--- config.mk ---
export PLATFORM = sky130hd
export DESIGN_NAME = chgdet_seq
export DESIGN_NICKNAME = d
export VERILOG_FILES = /design/src/rtl/chgdet_pkg.sv /design/src/rtl/chgdet_timer.sv /design/src/rtl/chgdet_fsm.sv /design/src/rtl/chgdet_drive.sv /design/src/rtl/chgdet_seq.sv
export SDC_FILE = /design/constraint.sdc
export NUM_CORES = 1
export LEC_CHECK = 0
export BUFFER_PORTS_ARGS = -buffer_cell sky130_fd_sc_hd__buf_2
export CORE_ASPECT_RATIO = 1.25
export CORE_MARGIN = 5
export CORE_UTILIZATION = 38
export CTS_CLUSTER_DIAMETER = 30
export DETAILED_ROUTE_END_ITERATION = 8
export SYNTH_ARGS = -nofsm -noshare
export SYNTH_HDL_FRONTEND = slang
export SYNTH_SLANG_ARGS = --single-unit
export TNS_END_PERCENT = 10
--- constraint.sdc ---
create_clock -name clk -period 2.5 [get_ports clk]
set_clock_uncertainty 0.15 [all_clocks]
set_input_delay 0.375 -clock clk [delete_from_list [all_inputs] [get_ports clk]]
set_output_delay 0.375 -clock clk [all_outputs]
set_load 0.02 [all_outputs]
--- src/rtl/chgdet_pkg.sv ---
package chgdet_pkg;

    typedef enum logic [1:0] {
        PH_IDLE      = 2'd0,
        PH_CONTACT   = 2'd1,
        PH_PRIMARY   = 2'd2,
        PH_SECONDARY = 2'd3
    } chg_phase_e;

    typedef enum logic [1:0] {
        KIND_SDP   = 2'd0,
        KIND_DCP   = 2'd1,
        KIND_CDP   = 2'd2,
        KIND_FLOAT = 2'd3
    } chg_kind_e;

    typedef struct packed {
        logic dm_pulldown;
        logic dp_isrc;
        logic dp_vsrc;
        logic dm_isink;
        logic dm_vsrc;
        logic dp_isink;
    } chg_drive_s;

    function automatic int max3(input int a, input int b, input int c);
        int m;
        m = (a > b) ? a : b;
        return (m > c) ? m : c;
    endfunction

endpackage

--- src/rtl/chgdet_timer.sv ---
module chgdet_timer #(
    parameter int W = 7
) (
    input  logic         clk,
    input  logic         rst,
    input  logic         load,
    input  logic [W-1:0] load_val,
    input  logic         tick,
    output logic         expire
);
    logic [W-1:0] cnt_q;

    always_ff @(posedge clk) begin
        if (rst) begin
            cnt_q <= '0;
        end else if (load) begin
            cnt_q <= load_val;
        end else if (tick && cnt_q != '0) begin
            cnt_q <= cnt_q - W'(1);
        end
    end

    // Fires on the tick that consumes the last remaining count.
    assign expire = tick && (cnt_q == W'(1));

endmodule

--- src/rtl/chgdet_fsm.sv ---
module chgdet_fsm
    import chgdet_pkg::*;
#(
    parameter int CONTACT_TICKS   = 100,
    parameter int PRIMARY_TICKS   = 40,
    parameter int SECONDARY_TICKS = 40,
    parameter int CONTACT_POLLS   = 6,
    parameter int PRIMARY_RETRIES = 2,
    parameter int TW              = 7
) (
    input  logic          clk,
    input  logic          rst,
    input  logic          start,
    input  logic          abort,
    input  logic          expire,
    input  logic          contact,
    input  logic          pri_cmp,
    input  logic          sec_cmp,
    output chg_phase_e    phase,
    output logic          tmr_load,
    output logic [TW-1:0] tmr_val,
    output logic          done,
    output chg_kind_e     kind
);
    localparam int POLL_W  = $clog2(CONTACT_POLLS + 1);
    localparam int RETRY_W = $clog2(PRIMARY_RETRIES + 1);

    chg_phase_e         phase_q, phase_d;
    chg_kind_e          kind_q, kind_d;
    logic [POLL_W-1:0]  polls_q, polls_d;
    logic [RETRY_W-1:0] retries_q, retries_d;
    logic               tmo_q, tmo_d;
    logic               done_q, done_d;
    logic               last_poll;

    assign last_poll = (polls_q == POLL_W'(CONTACT_POLLS - 1));

    always_comb begin
        phase_d   = phase_q;
        kind_d    = kind_q;
        polls_d   = polls_q;
        retries_d = retries_q;
        tmo_d     = tmo_q;
        done_d    = 1'b0;
        tmr_load  = 1'b0;
        tmr_val   = '0;
        if (abort) begin
            phase_d = PH_IDLE;
        end else begin
            unique case (phase_q)
                PH_IDLE: begin
                    if (start) begin
                        phase_d   = PH_CONTACT;
                        polls_d   = '0;
                        retries_d = '0;
                        tmo_d     = 1'b0;
                        tmr_load  = 1'b1;
                        tmr_val   = TW'(CONTACT_TICKS);
                    end
                end
                PH_CONTACT: begin
                    if (expire) begin
                        tmr_load = 1'b1;
                        if (contact || last_poll) begin
                            phase_d = PH_PRIMARY;
                            tmo_d   = last_poll;
                            tmr_val = TW'(PRIMARY_TICKS);
                        end else begin
                            polls_d = polls_q + POLL_W'(1);
                            tmr_val = TW'(CONTACT_TICKS);
                        end
                    end
                end
                PH_PRIMARY: begin
                    if (expire) begin
                        if (pri_cmp) begin
                            phase_d  = PH_SECONDARY;
                            tmr_load = 1'b1;
                            tmr_val  = TW'(SECONDARY_TICKS);
                        end else if (tmo_q) begin
                            phase_d = PH_IDLE;
                            done_d  = 1'b1;
                            kind_d  = KIND_FLOAT;
                        end else if (retries_q < RETRY_W'(PRIMARY_RETRIES)) begin
                            retries_d = retries_q + RETRY_W'(1);
                            tmr_load  = 1'b1;
                            tmr_val   = TW'(PRIMARY_TICKS);
                        end else begin
                            phase_d = PH_IDLE;
                            done_d  = 1'b1;
                            kind_d  = KIND_SDP;
                        end
                    end
                end
                PH_SECONDARY: begin
                    if (expire) begin
                        phase_d = PH_IDLE;
                        done_d  = 1'b1;
                        kind_d  = sec_cmp ? KIND_DCP : KIND_CDP;
                    end
                end
                default: phase_d = PH_IDLE;
            endcase
        end
    end

    always_ff @(posedge clk) begin
        if (rst) begin
            phase_q   <= PH_IDLE;
            kind_q    <= KIND_SDP;
            polls_q   <= '0;
            retries_q <= '0;
            tmo_q     <= 1'b0;
            done_q    <= 1'b0;
        end else begin
            phase_q   <= phase_d;
            kind_q    <= kind_d;
            polls_q   <= polls_d;
            retries_q <= retries_d;
            tmo_q     <= tmo_d;
            done_q    <= done_d;
        end
    end

    assign phase = phase_q;
    assign done  = done_q;
    assign kind  = kind_q;

endmodule

--- src/rtl/chgdet_drive.sv ---
module chgdet_drive
    import chgdet_pkg::*;
(
    input  chg_phase_e phase,
    output chg_drive_s drv,
    output logic       nondrive
);
    always_comb begin
        drv = '0;
        unique case (phase)
            PH_CONTACT: begin
                drv.dm_pulldown = 1'b1;
                drv.dp_isrc     = 1'b1;
            end
            PH_PRIMARY: begin
                drv.dp_vsrc  = 1'b1;
                drv.dm_isink = 1'b1;
            end
            PH_SECONDARY: begin
                drv.dm_vsrc  = 1'b1;
                drv.dp_isink = 1'b1;
            end
            default: drv = '0;
        endcase
    end

    assign nondrive = (phase != PH_IDLE);

endmodule

--- src/rtl/chgdet_seq.sv ---
module chgdet_seq
    import chgdet_pkg::*;
#(
    parameter int CONTACT_TICKS   = 100,
    parameter int PRIMARY_TICKS   = 40,
    parameter int SECONDARY_TICKS = 40,
    parameter int CONTACT_POLLS   = 6,
    parameter int PRIMARY_RETRIES = 2
) (
    input  logic       clk,
    input  logic       rst,
    input  logic       start_i,
    input  logic       abort_i,
    input  logic       tick_i,
    input  logic       dp_contact_i,
    input  logic       primary_cmp_i,
    input  logic       secondary_cmp_i,
    output logic       xcvr_nondrive_o,
    output logic       dm_pulldown_en_o,
    output logic       dp_isrc_en_o,
    output logic       dp_vsrc_en_o,
    output logic       dm_isink_en_o,
    output logic       dm_vsrc_en_o,
    output logic       dp_isink_en_o,
    output logic       done_o,
    output logic [1:0] chg_type_o
);
    localparam int MAX_TICKS = max3(CONTACT_TICKS, PRIMARY_TICKS, SECONDARY_TICKS);
    localparam int TW        = $clog2(MAX_TICKS + 1);

    chg_phase_e    phase;
    chg_kind_e     kind;
    chg_drive_s    drv;
    logic          tmr_load;
    logic [TW-1:0] tmr_val;
    logic          expire;

    chgdet_timer #(.W(TW)) i_timer (
        .clk      (clk),
        .rst      (rst),
        .load     (tmr_load),
        .load_val (tmr_val),
        .tick     (tick_i),
        .expire   (expire)
    );

    chgdet_fsm #(
        .CONTACT_TICKS   (CONTACT_TICKS),
        .PRIMARY_TICKS   (PRIMARY_TICKS),
        .SECONDARY_TICKS (SECONDARY_TICKS),
        .CONTACT_POLLS   (CONTACT_POLLS),
        .PRIMARY_RETRIES (PRIMARY_RETRIES),
        .TW              (TW)
    ) i_fsm (
        .clk      (clk),
        .rst      (rst),
        .start    (start_i),
        .abort    (abort_i),
        .expire   (expire),
        .contact  (dp_contact_i),
        .pri_cmp  (primary_cmp_i),
        .sec_cmp  (secondary_cmp_i),
        .phase    (phase),
        .tmr_load (tmr_load),
        .tmr_val  (tmr_val),
        .done     (done_o),
        .kind     (kind)
    );

    chgdet_drive i_drive (
        .phase    (phase),
        .drv      (drv),
        .nondrive (xcvr_nondrive_o)
    );

    assign dm_pulldown_en_o = drv.dm_pulldown;
    assign dp_isrc_en_o     = drv.dp_isrc;
    assign dp_vsrc_en_o     = drv.dp_vsrc;
    assign dm_isink_en_o    = drv.dm_isink;
    assign dm_vsrc_en_o     = drv.dm_vsrc;
    assign dp_isink_en_o    = drv.dp_isink;
    assign chg_type_o       = kind;

endmodule

After elaboration in Yosys (flattened, before gate mapping):

Cells that the tools add are included.

* register bits: 18
* output and inout port bits: 10
* word-level logic and storage cells: 100

* add/subtract/negate cells: 3
* $lt $le $gt $ge: 1
* equal/unequal tests: 16
* muxes and demuxes: 56
* bitwise gates (word level): 1
* reduce and logical (&&, ||, !) cells: 16

Operator list (number)
* 2-to-1 mux 7 bit: 9
* 2-to-1 mux 2 bit: 21
* one-hot mux 7 bit (3 select lines): 1
* inequality test 2 bit, second input constant: 9
* 2-to-1 mux 1 bit: 14
* AND reduction 6 bit: 2
* AND reduction 5 bit: 2
* nonzero test 2 bit: 5
* 2-to-1 mux 3 bit: 3
* one-hot mux 2 bit (2 select lines): 2
* one-hot mux 2 bit (4 select lines): 1
* == test 7 x 1 -> 1 bit, second input constant: 1
* AND reduction 7 bit: 1
* nonzero test 7 bit: 1
* subtractor 7 x 1 -> 7 bit, second input constant: 1
* 2-to-1 mux 6 bit: 1
* one-hot mux 3 bit (2 select lines): 1
* == test 2 bit, second input constant: 2
* inequality test 4 bit, second input constant: 1
* one-hot mux 1 bit (2 select lines): 2
* adder 3 x 1 -> 3 bit, second input constant: 1
* == test 3 bit, second input constant: 1
* inequality test 3 bit, second input constant: 1
* one-hot mux 1 bit (3 select lines): 1
* 8 further kinds: 9

Longest topological paths before layout:

Gate-level depths: netlist of the first run.

* word-level depth: 8
* depth in mapped cells: 6

By module:

A second synthesis of the first run with hierarchy kept.

* cell total of the unflattened synthesis: 150
* area, all modules: 1287.5 µm²

Modules (own cells, without submodules)
* chgdet_fsm: times used 1, cells an instance 85, area an instance 738.2 µm², sequential area each 220.2 µm²
* chgdet_timer: times used 1, cells an instance 58, area an instance 498.0 µm², sequential area each 140.1 µm²
* chgdet_drive: times used 1, cells an instance 7, area an instance 51.3 µm², sequential area each 0.0 µm²

Worst setup path after synthesis of the first run:

OpenSTA, ideal clock, no wires.

* path kind: input port to flip-flop
* start point: in abort_i
* end point: reg i_fsm.polls_q[1]
* setup time: 0.074 ns
* arrival time: 1.780 ns
* data required time: 2.276 ns
* path slack: 0.495 ns
* stages on the path: 6
* path buffers: 2
* cells stage by stage: buf_6 or3b_1 o32a_1 buf_6 or4_1 a31oi_1

* longest elaborated chain between the ends: 2

Ends and longest elaborated chain
* start, declared: RTL line chgdet_seq.sv:13 `input logic abort_i,`
* NOT 1 bit (no source line)
* AND reduction 5 bit (no source line)
* end signal, assigned: RTL line chgdet_fsm.sv:118 `polls_q <= polls_d;`
* end, declared: RTL line chgdet_fsm.sv:30 `logic [POLL_W-1:0] polls_q, polls_d;`

Every way passes these cells.
A chain may end at the register's enable or synchronous reset.

Final worst setup path of the first run:

* start point: reg i_fsm.phase_q[0], in the netlist i_fsm.phase[0]
* end point: reg i_fsm.polls_q[1]

* longest elaborated chain between the ends: 3
* elaborated cells on any way between the ends: 8

Ends and longest elaborated chain
* start, declared: RTL line chgdet_fsm.sv:28 `chg_phase_e phase_q, phase_d;`
* start signal, assigned: RTL line chgdet_fsm.sv:116 `phase_q <= phase_d;`
* == test 2 x 1 -> 1 bit / logical NOT 2 bit (equally long branches): RTL line chgdet_fsm.sv:50 `unique case (phase_q)`
* inequality test 2 bit (no source line) / nonzero test 2 bit (equally long branches)
* AND reduction 5 bit (no source line)

Parallel ways exist; a longest one is shown, timed or not.

==> results of run 1 <==
[cell usage in the layout (no fill, tap or decap), types with 5 or more instances in the layout]
master / count
dfxtp_1: 18
buf_2: 17
nor2_1: 12
inv_1: 9
nand2_1: 8
ha_1: 5
[where the power goes]
group	internal (mW)	switching, mW	leakage [nW]	total (mW)
Combinational	0.228	0.301	0.363	0.529
Sequential	0.342	0.0846	0.146	0.427
Clock	0.140	0.0972	0.0288	0.237
Total	0.710	0.483	0.539	1.19
[worst paths after layout]
path	to	slack (ns)	depth (start not counted)
hold reg to reg	i_fsm.polls_q[2]$_SDFFE_PP0P_	0.33	2
hold / removal	i_fsm.phase[0]$_SDFFE_PP0P_	0.29	2
setup / recovery	i_fsm.polls_q[1]$_SDFFE_PP0P_	0.38	4
setup reg to reg	i_fsm.polls_q[1]$_SDFFE_PP0P_	0.38	4
[state kept, by name (all words and copies together) (netlist names)]
register	count
i_timer.cnt_q	7
i_fsm.polls_q	3
i_fsm.kind	2
i_fsm.phase	2
i_fsm.retries_q	2
i_fsm.done	1
i_fsm.tmo_q	1
[kinds of logic after synthesis]
family / count (synthesis)
and+or+nand+nor: 59
AOI/OAI and AO/OA: 37
buffers and inverters: 19
DFF: 18
adders and majority gates: 5
muxes: 4
xor gates and xnor gates: 2
[area by class of cell]
cell class	count	area, sq um
fillers	325	1810
multi-input cells	107	764
flip-flops and latches	18	360
repair buffers	19	100
clock buffers	4	55.1
well taps	37	46.3
inverters	9	33.8
[per-layer routing]
metal / vias to the layer above / share of wire (%) / GRT usage (%)
met5: - / 0 / 0
met1: 532 / 46 / 16.5
met2: 16 / 49 / 21.3
met4: 0 / 1.5 / 5.30
met3: 4 / 3.9 / 1.58
li1: 564 / - / -
[critical path, cell delays in order (launching register included)]
cell	delay, ns
dfxtp_1	0.46
or3b_1	0.45
o32a_1	0.30
or4_1	0.53
a31oi_1	0.16
[stage by stage]
stage | hold slack [ns] | instance area (sq um) | setup slack (ns)
finish | 0.286 | 1360 | 0.384
global route | 0.289 | 1360 | 0.222
CTS | 0.279 | 1360 | 0.382
detailed placement | 0.326 | 1310 | 0.379
global placement | 0.317 | 1310 | 0.412
floorplan | 0.302 | 1230 | 0.495
==> impl_metrics.py, run 1 <==
metrics = {
    "grt": {
        "antenna_found_initial": 0,
        "grt_pass1_wl_um": 4490,
        "gr-total-overflow": 0,
        "grtUsageTotal_pct": 12.8,
        "grt_pass1_vias": 1027,
        "grt_start_max_net_pins": 20,
    },
    "logic_synthesis": {
        "synth_fa_ha_area_share_pct": 5.10,
        "async_flop_share_pct": 0,
        "synth_area_per_cell_sq_um": 8.52,
        "synthMuxAreaShare_pct": 3.27,
        "yosysTopAreaCellShare_pct": 29.4,
        "synth_edf_count": 0,
        "ys_warn_count": 0,
        "synth_most_common_cell": "dfxtp_1",
        "synth_common_cells": "dfxtp_1 (18), nor2_1 (12), inv_1 (9), nand2_1 (8), ha_1 (5)",
        "synth-compound-area-share_pct": 24.0,
        "synth_cell_types": 57,
        "synth_flop_cell": "dfxtp_1",
        "yosys.area.top_type": "dfxtp_1",
        "synthXorXnorAreaFrac_pct": 1.43,
        "syn_inst": 144,
        "syn_area_sq_um": 1230,
        "synth-seq-cells": 18,
        "ys_top_cells_by_area": "dfxtp_1 (29%), ha_1 (5.1%), nor2_1 (3.7%)",
        "synth_top_family_by_area": "simple AND/OR/NAND/NOR gates",
        "mappedNetlistNets": 157,
        "synthSimpleGateAreaFrac_pct": 28.6,
        "seq_area_frac_synth_pct": 29.4,
    },
    "worst_setup_path": {
        "cp_max_fo": 16,
        "startpoint": "i_fsm.phase[0]$_SDFFE_PP0P_",
        "crit_path_end_kind": "flop",
        "cp.required_ns": 2.53,
        "arrival_ns": 2.15,
        "r2r-start": "i_fsm.phase[0]$_SDFFE_PP0P_",
        "worstSetupPathType": "flop to flop",
        "crit_path_start_kind": "flop",
    },
    "timing": {
        "worst_pin_slew_ns": 0.493,
        "finalCriticalPeriod_ns": 2.12,
        "achievable-frequency_mhz": 473,
        "rsz0062_at_grt": "no",
        "maxSlewViolCount": 0,
        "hold_viol": 0,
        "finalCritPeriodShare_pct": 84.7,
        "max_slew_margin_pct": 66.9,
        "setup_violations": 0,
        "tns_ns": 0,
    },
    "min_path": {
        "hold_class": "input port to flop",
        "hp-start": "abort_i",
    },
    "clocking": {
        "ctsResizeCount": 0,
        "clk_latency_ns": 0.25,
        "root_buffer": "clkbuf_8",
        "cts_buffers": 3,
        "ctsHoldBuffers": 0,
        "clk_path_buf_depth": 2,
        "post-cts-setup-buffer-count": 0,
        "cts_tree": "done",
        "htree_levels": 1,
        "path_clk_slew_ns": 0.07,
        "cts.sinks": 18,
    },
    "run_status": {
        "status": "completed",
    },
    "placed_design": {
        "gp_congestion": 0.792,
        "hpwl_um": 2070,
        "place_inst": 190,
        "portBuffers": 17,
    },
    "power_and_ir_drop": {
        "pwr_density_cell_nw_per_um2": 877,
        "vdd_drop_max_v": 0.000585,
        "p_leak_nw": 0.539,
        "report.power.total_mw": 1.19,
    },
    "routing": {
        "postRouteAntennaNets": 0,
        "drt_iter0_markers": 26,
        "finalWirelength_um": 2750,
        "avgViaCountPerCell": 5.75,
        "vias": 1116,
        "first_pass_iters": 4,
        "post-route-drc-count": 0,
        "routedWlPerCell_um": 14.2,
    },
    "finish": {
        "finish.utilization_pct": 43.0,
        "finalNonFillerCells": 194,
        "antenna_cells": 0,
        "drive_above_1_share_pct": 17.8,
        "fin_nets": 171,
        "syn2layout_area_growth_pct": 10.9,
    },
    "floorplanning": {
        "die_area_sq_um": 4470,
        "core_area_sq_um": 3170,
        "num_io_pins": 18,
        "die_w_um": 60.8,
        "die_h_um": 73.5,
        "start_util_pct": 38.7,
        "row_count": 23,
    },
    "run": {
        "drv_cap": 0,
    },
}
Note: power is estimated with default switching activity, not from simulation.
==> run 2: changes to the inputs <==
--- a/config.mk
+++ b/config.mk
@@ -5,6 +5,7 @@
 export SDC_FILE = /design/constraint.sdc
 export NUM_CORES = 1
 export LEC_CHECK = 0
+export ABC_AREA = 1
 export BUFFER_PORTS_ARGS = -buffer_cell sky130_fd_sc_hd__buf_2
 export CORE_ASPECT_RATIO = 1.25
 export CORE_MARGIN = 5
==> constraint.sdc (replaced) <==
create_clock -name clk -period 2.2 [get_ports clk]
set_clock_uncertainty 0.15 [all_clocks]
set_input_delay 0.33 -clock clk [delete_from_list [all_inputs] [get_ports clk]]
set_output_delay 0.33 -clock clk [all_outputs]
set_load 0.02 [all_outputs]
==> run 2 against run 1 <==
- maximum frequency up 16%
- utilization is 0.47 points higher
- global-route usage shrank 0.19 points
==> impl_metrics.py, run 2 <==
metrics = {
    "run_status": {
        "status": "completed",
    },
    "worst_setup_path": {
        "regToRegSetupSlack_ns": 0.38,
        "cp.required_ns": 2.21,
        "r2r-start": "i_fsm.phase[1]$_SDFFE_PP0P_",
        "critPathSlowestCell": "dfxtp_1",
        "r2r_cells": 9,
        "crit_end": "i_timer.cnt_q[6]$_SDFFE_PP0P_",
        "critPathMaxStageDelay_ns": 0.58,
        "worstPathCellList": "inv_2, nor2_4, nand2_1, nand4_1, nand3_2, nand2_1, inv_1, nor2_1, nor2_1",
        "path_delay_family": "simple AND/OR/NAND/NOR gates",
        "crit_path_end_kind": "flop",
        "arrival_ns": 1.83,
        "startpoint": "i_fsm.phase[1]$_SDFFE_PP0P_",
        "r2r_end": "i_timer.cnt_q[6]$_SDFFE_PP0P_",
        "cp_max_fo": 9,
        "worstSetupPathType": "flop to flop",
        "worst-path-buf-inv": 2,
        "crit_path_start_kind": "flop",
        "cp_num_cells": 9,
    },
    "timing": {
        "tns_ns": 0,
        "hold_viol": 0,
        "hold-worst-slack_ns": 0.183,
        "achievable-frequency_mhz": 549,
        "finalCriticalPeriod_ns": 1.82,
        "worst_slack_ns": 0.379,
        "setup_violations": 0,
        "worst_pin_slew_ns": 0.421,
        "max_slew_margin_pct": 71.9,
        "maxSlewViolCount": 0,
        "finalCritPeriodShare_pct": 82.8,
        "rsz0062_at_grt": "no",
    },
    "clocking": {
        "cts_buffers": 3,
        "cts_tree": "done",
        "root_buffer": "clkbuf_8",
        "htree_levels": 1,
        "clk_path_buf_depth": 2,
        "cts.sinks": 18,
        "path_clk_slew_ns": 0.07,
        "post-cts-setup-buffer-count": 0,
        "clk_latency_ns": 0.25,
        "ctsHoldBuffers": 0,
        "ctsResizeCount": 0,
    },
    "power_and_ir_drop": {
        "pwr_density_cell_nw_per_um2": 1000,
        "switching_share_pct": 41.4,
        "vdd_drop_max_v": 0.000447,
        "p_sw_uw": 570,
        "p_comb_share_pct": 47.3,
        "power_frac_seq_pct": 33.1,
        "p_leak_nw": 0.729,
        "power.internal_uw": 807,
        "p_clk_share_pct": 19.6,
    },
    "finish": {
        "layout_commonest_cell": "nand2_1",
        "fin_nets": 217,
        "reg_top3": "i_timer.cnt_q (7), i_fsm.polls_q (3)",
        "syn2layout_area_growth_pct": 12.1,
        "finish.utilization_pct": 43.4,
        "largest_register_ffs": 7,
        "seq_area_sq_um": 360,
        "antenna_cells": 0,
        "multi_input_area_sq_um": 719,
        "drive_above_1_share_pct": 17.2,
        "regMostFlops": "i_timer.cnt_q",
        "nFillCells": 349,
        "mostFrequentLayoutCells": "nand2_1 (47), nor2_1 (27), inv_1 (26), dfxtp_1 (18), buf_2 (17)",
    },
    "grt": {
        "grt_pass1_vias": 1075,
        "grt_pass1_wl_um": 4310,
        "gr-total-overflow": 0,
        "grt_start_max_net_pins": 11,
        "grtUsageTotal_pct": 12.6,
        "antenna_found_initial": 0,
    },
    "logic_synthesis": {
        "synth_top_family_by_area": "simple AND/OR/NAND/NOR gates",
        "async_flop_share_pct": 0,
        "yosysTopAreaCellShare_pct": 29.4,
        "synthXorXnorAreaFrac_pct": 2.86,
        "synth_edf_count": 0,
        "synth_cell_types": 27,
        "ys_top_cells_by_area": "dfxtp_1 (29%), nand2_1 (14%), nor2_1 (8.3%)",
        "mappedNetlistNets": 200,
        "synthMuxAreaShare_pct": 0,
        "synth_area_per_cell_sq_um": 6.56,
        "syn_inst": 187,
        "synth_fa_ha_area_share_pct": 5.10,
        "yosys.area.top_type": "dfxtp_1",
        "synth_flop_cell": "dfxtp_1",
        "syn_area_sq_um": 1230,
        "synth-seq-cells": 18,
        "synth_most_common_cell": "nand2_1",
        "ys_warn_count": 0,
        "synthSimpleGateAreaFrac_pct": 41.6,
        "seq_area_frac_synth_pct": 29.4,
        "synth_common_cells": "nand2_1 (47), nor2_1 (27), inv_1 (26), dfxtp_1 (18), nand3_1 (12)",
        "synth-compound-area-share_pct": 9.08,
    },
    "routing": {
        "post-route-drc-count": 0,
        "finalWirelength_um": 2490,
        "postRouteAntennaNets": 0,
        "drt_iter0_markers": 47,
        "first_pass_iters": 5,
        "routedWlPerCell_um": 10.4,
        "vias": 1140,
        "avgViaCountPerCell": 4.75,
    },
    "floorplanning": {
        "row_count": 23,
        "num_io_pins": 18,
        "start_util_pct": 38.7,
        "die_h_um": 73.5,
        "die_area_sq_um": 4470,
        "die_w_um": 60.8,
        "core_area_sq_um": 3170,
    },
    "min_path": {
        "holdPathStages": 3,
        "hold_class": "input port to flop",
        "hp-start": "secondary_cmp_i",
    },
    "placed_design": {
        "portBuffers": 17,
        "hpwl_um": 1990,
        "pre_cts_slack_ns": 0.361,
        "gp_congestion": 0.811,
    },
    "run": {
        "drv_cap": 0,
    },
}
## run 2: cell count changes in the layout (fill, tap and decap cells not counted), sizes merged, moves of 4 or more
cell,delta
o21ai,+5
a31oi,-4
nand2,+43
a21oi,+7
mux2i,-4
nor2,+17
a211oi,-4
nor2b,-4
nand3,+10
inv,+20
## run 2: cells by family after synthesis
group                      count (synthesis)
and+or+nand+nor                          107
AOI/OAI and AO/OA                         19
adders and majority gates                  5
xor gates and xnor gates                   4
buffers and inverters                     34
DFF                                       18
## run 2: tightest hold or removal path: cells and delay by family
kind                   cells  cell delay (ns)
AO/OA/AOI/OAI              1             0.06
buffers and inverters      1             0.10
AND/OR/NAND/NOR            1             0.05
## run 2: worst min-delay path by stage
stage and end:
2_1_floorplan i_fsm.polls_q[1]$_SDFFE_PP0P_, 3_5_place_dp i_fsm.retries_q[1]$_SDFFE_PP0P_, 3_3_place_gp i_fsm.retries_q[1]$_SDFFE_PP0P_, 4_1_cts i_fsm.kind[0]$_SDFFE_PP0P_, 6_report i_fsm.kind[0]$_SDFFE_PP0P_, 5_1_grt i_fsm.kind[0]$_SDFFE_PP0P_
## run 2: power groups by stage
stage / registers (mW) / clock network, mW / logic (mW)
2_1_floorplan: 0.449 / 0 / 0.553
3_3_place_gp: 0.465 / 0 / 0.669
3_5_place_dp: 0.465 / 0 / 0.656
4_1_cts: 0.458 / 0.280 / 0.662
5_1_grt: 0.471 / 0.297 / 0.776
6_report: 0.455 / 0.271 / 0.651
## run 2: per-stage QoR
step	instances	power, mW	instance area [sq um]
floorplan	187	1.00	1230
detailed placement	236	1.12	1320
finish	240	1.38	1380
CTS	240	1.40	1380
global route	240	1.54	1380
global placement	236	1.13	1320
## run 2: area by class of cell
class	count	share of cell area, %
Sequential cell	18	26.2
Timing Repair Buffer	17	6.19
Clock buffer	4	4.00
Tap cell	37	3.37
Multi-Input combinational cell	135	52.3
Inverter	29	7.92
## run 2: per-layer routing
metal  track usage (%)  vias up  share of wire, %
li1                  -      618                 -
met1              13.9      502                45
met2              22.1       14                49
met3              2.28        6               2.8
met4              7.23        0               2.4
met5                 0        -                 0
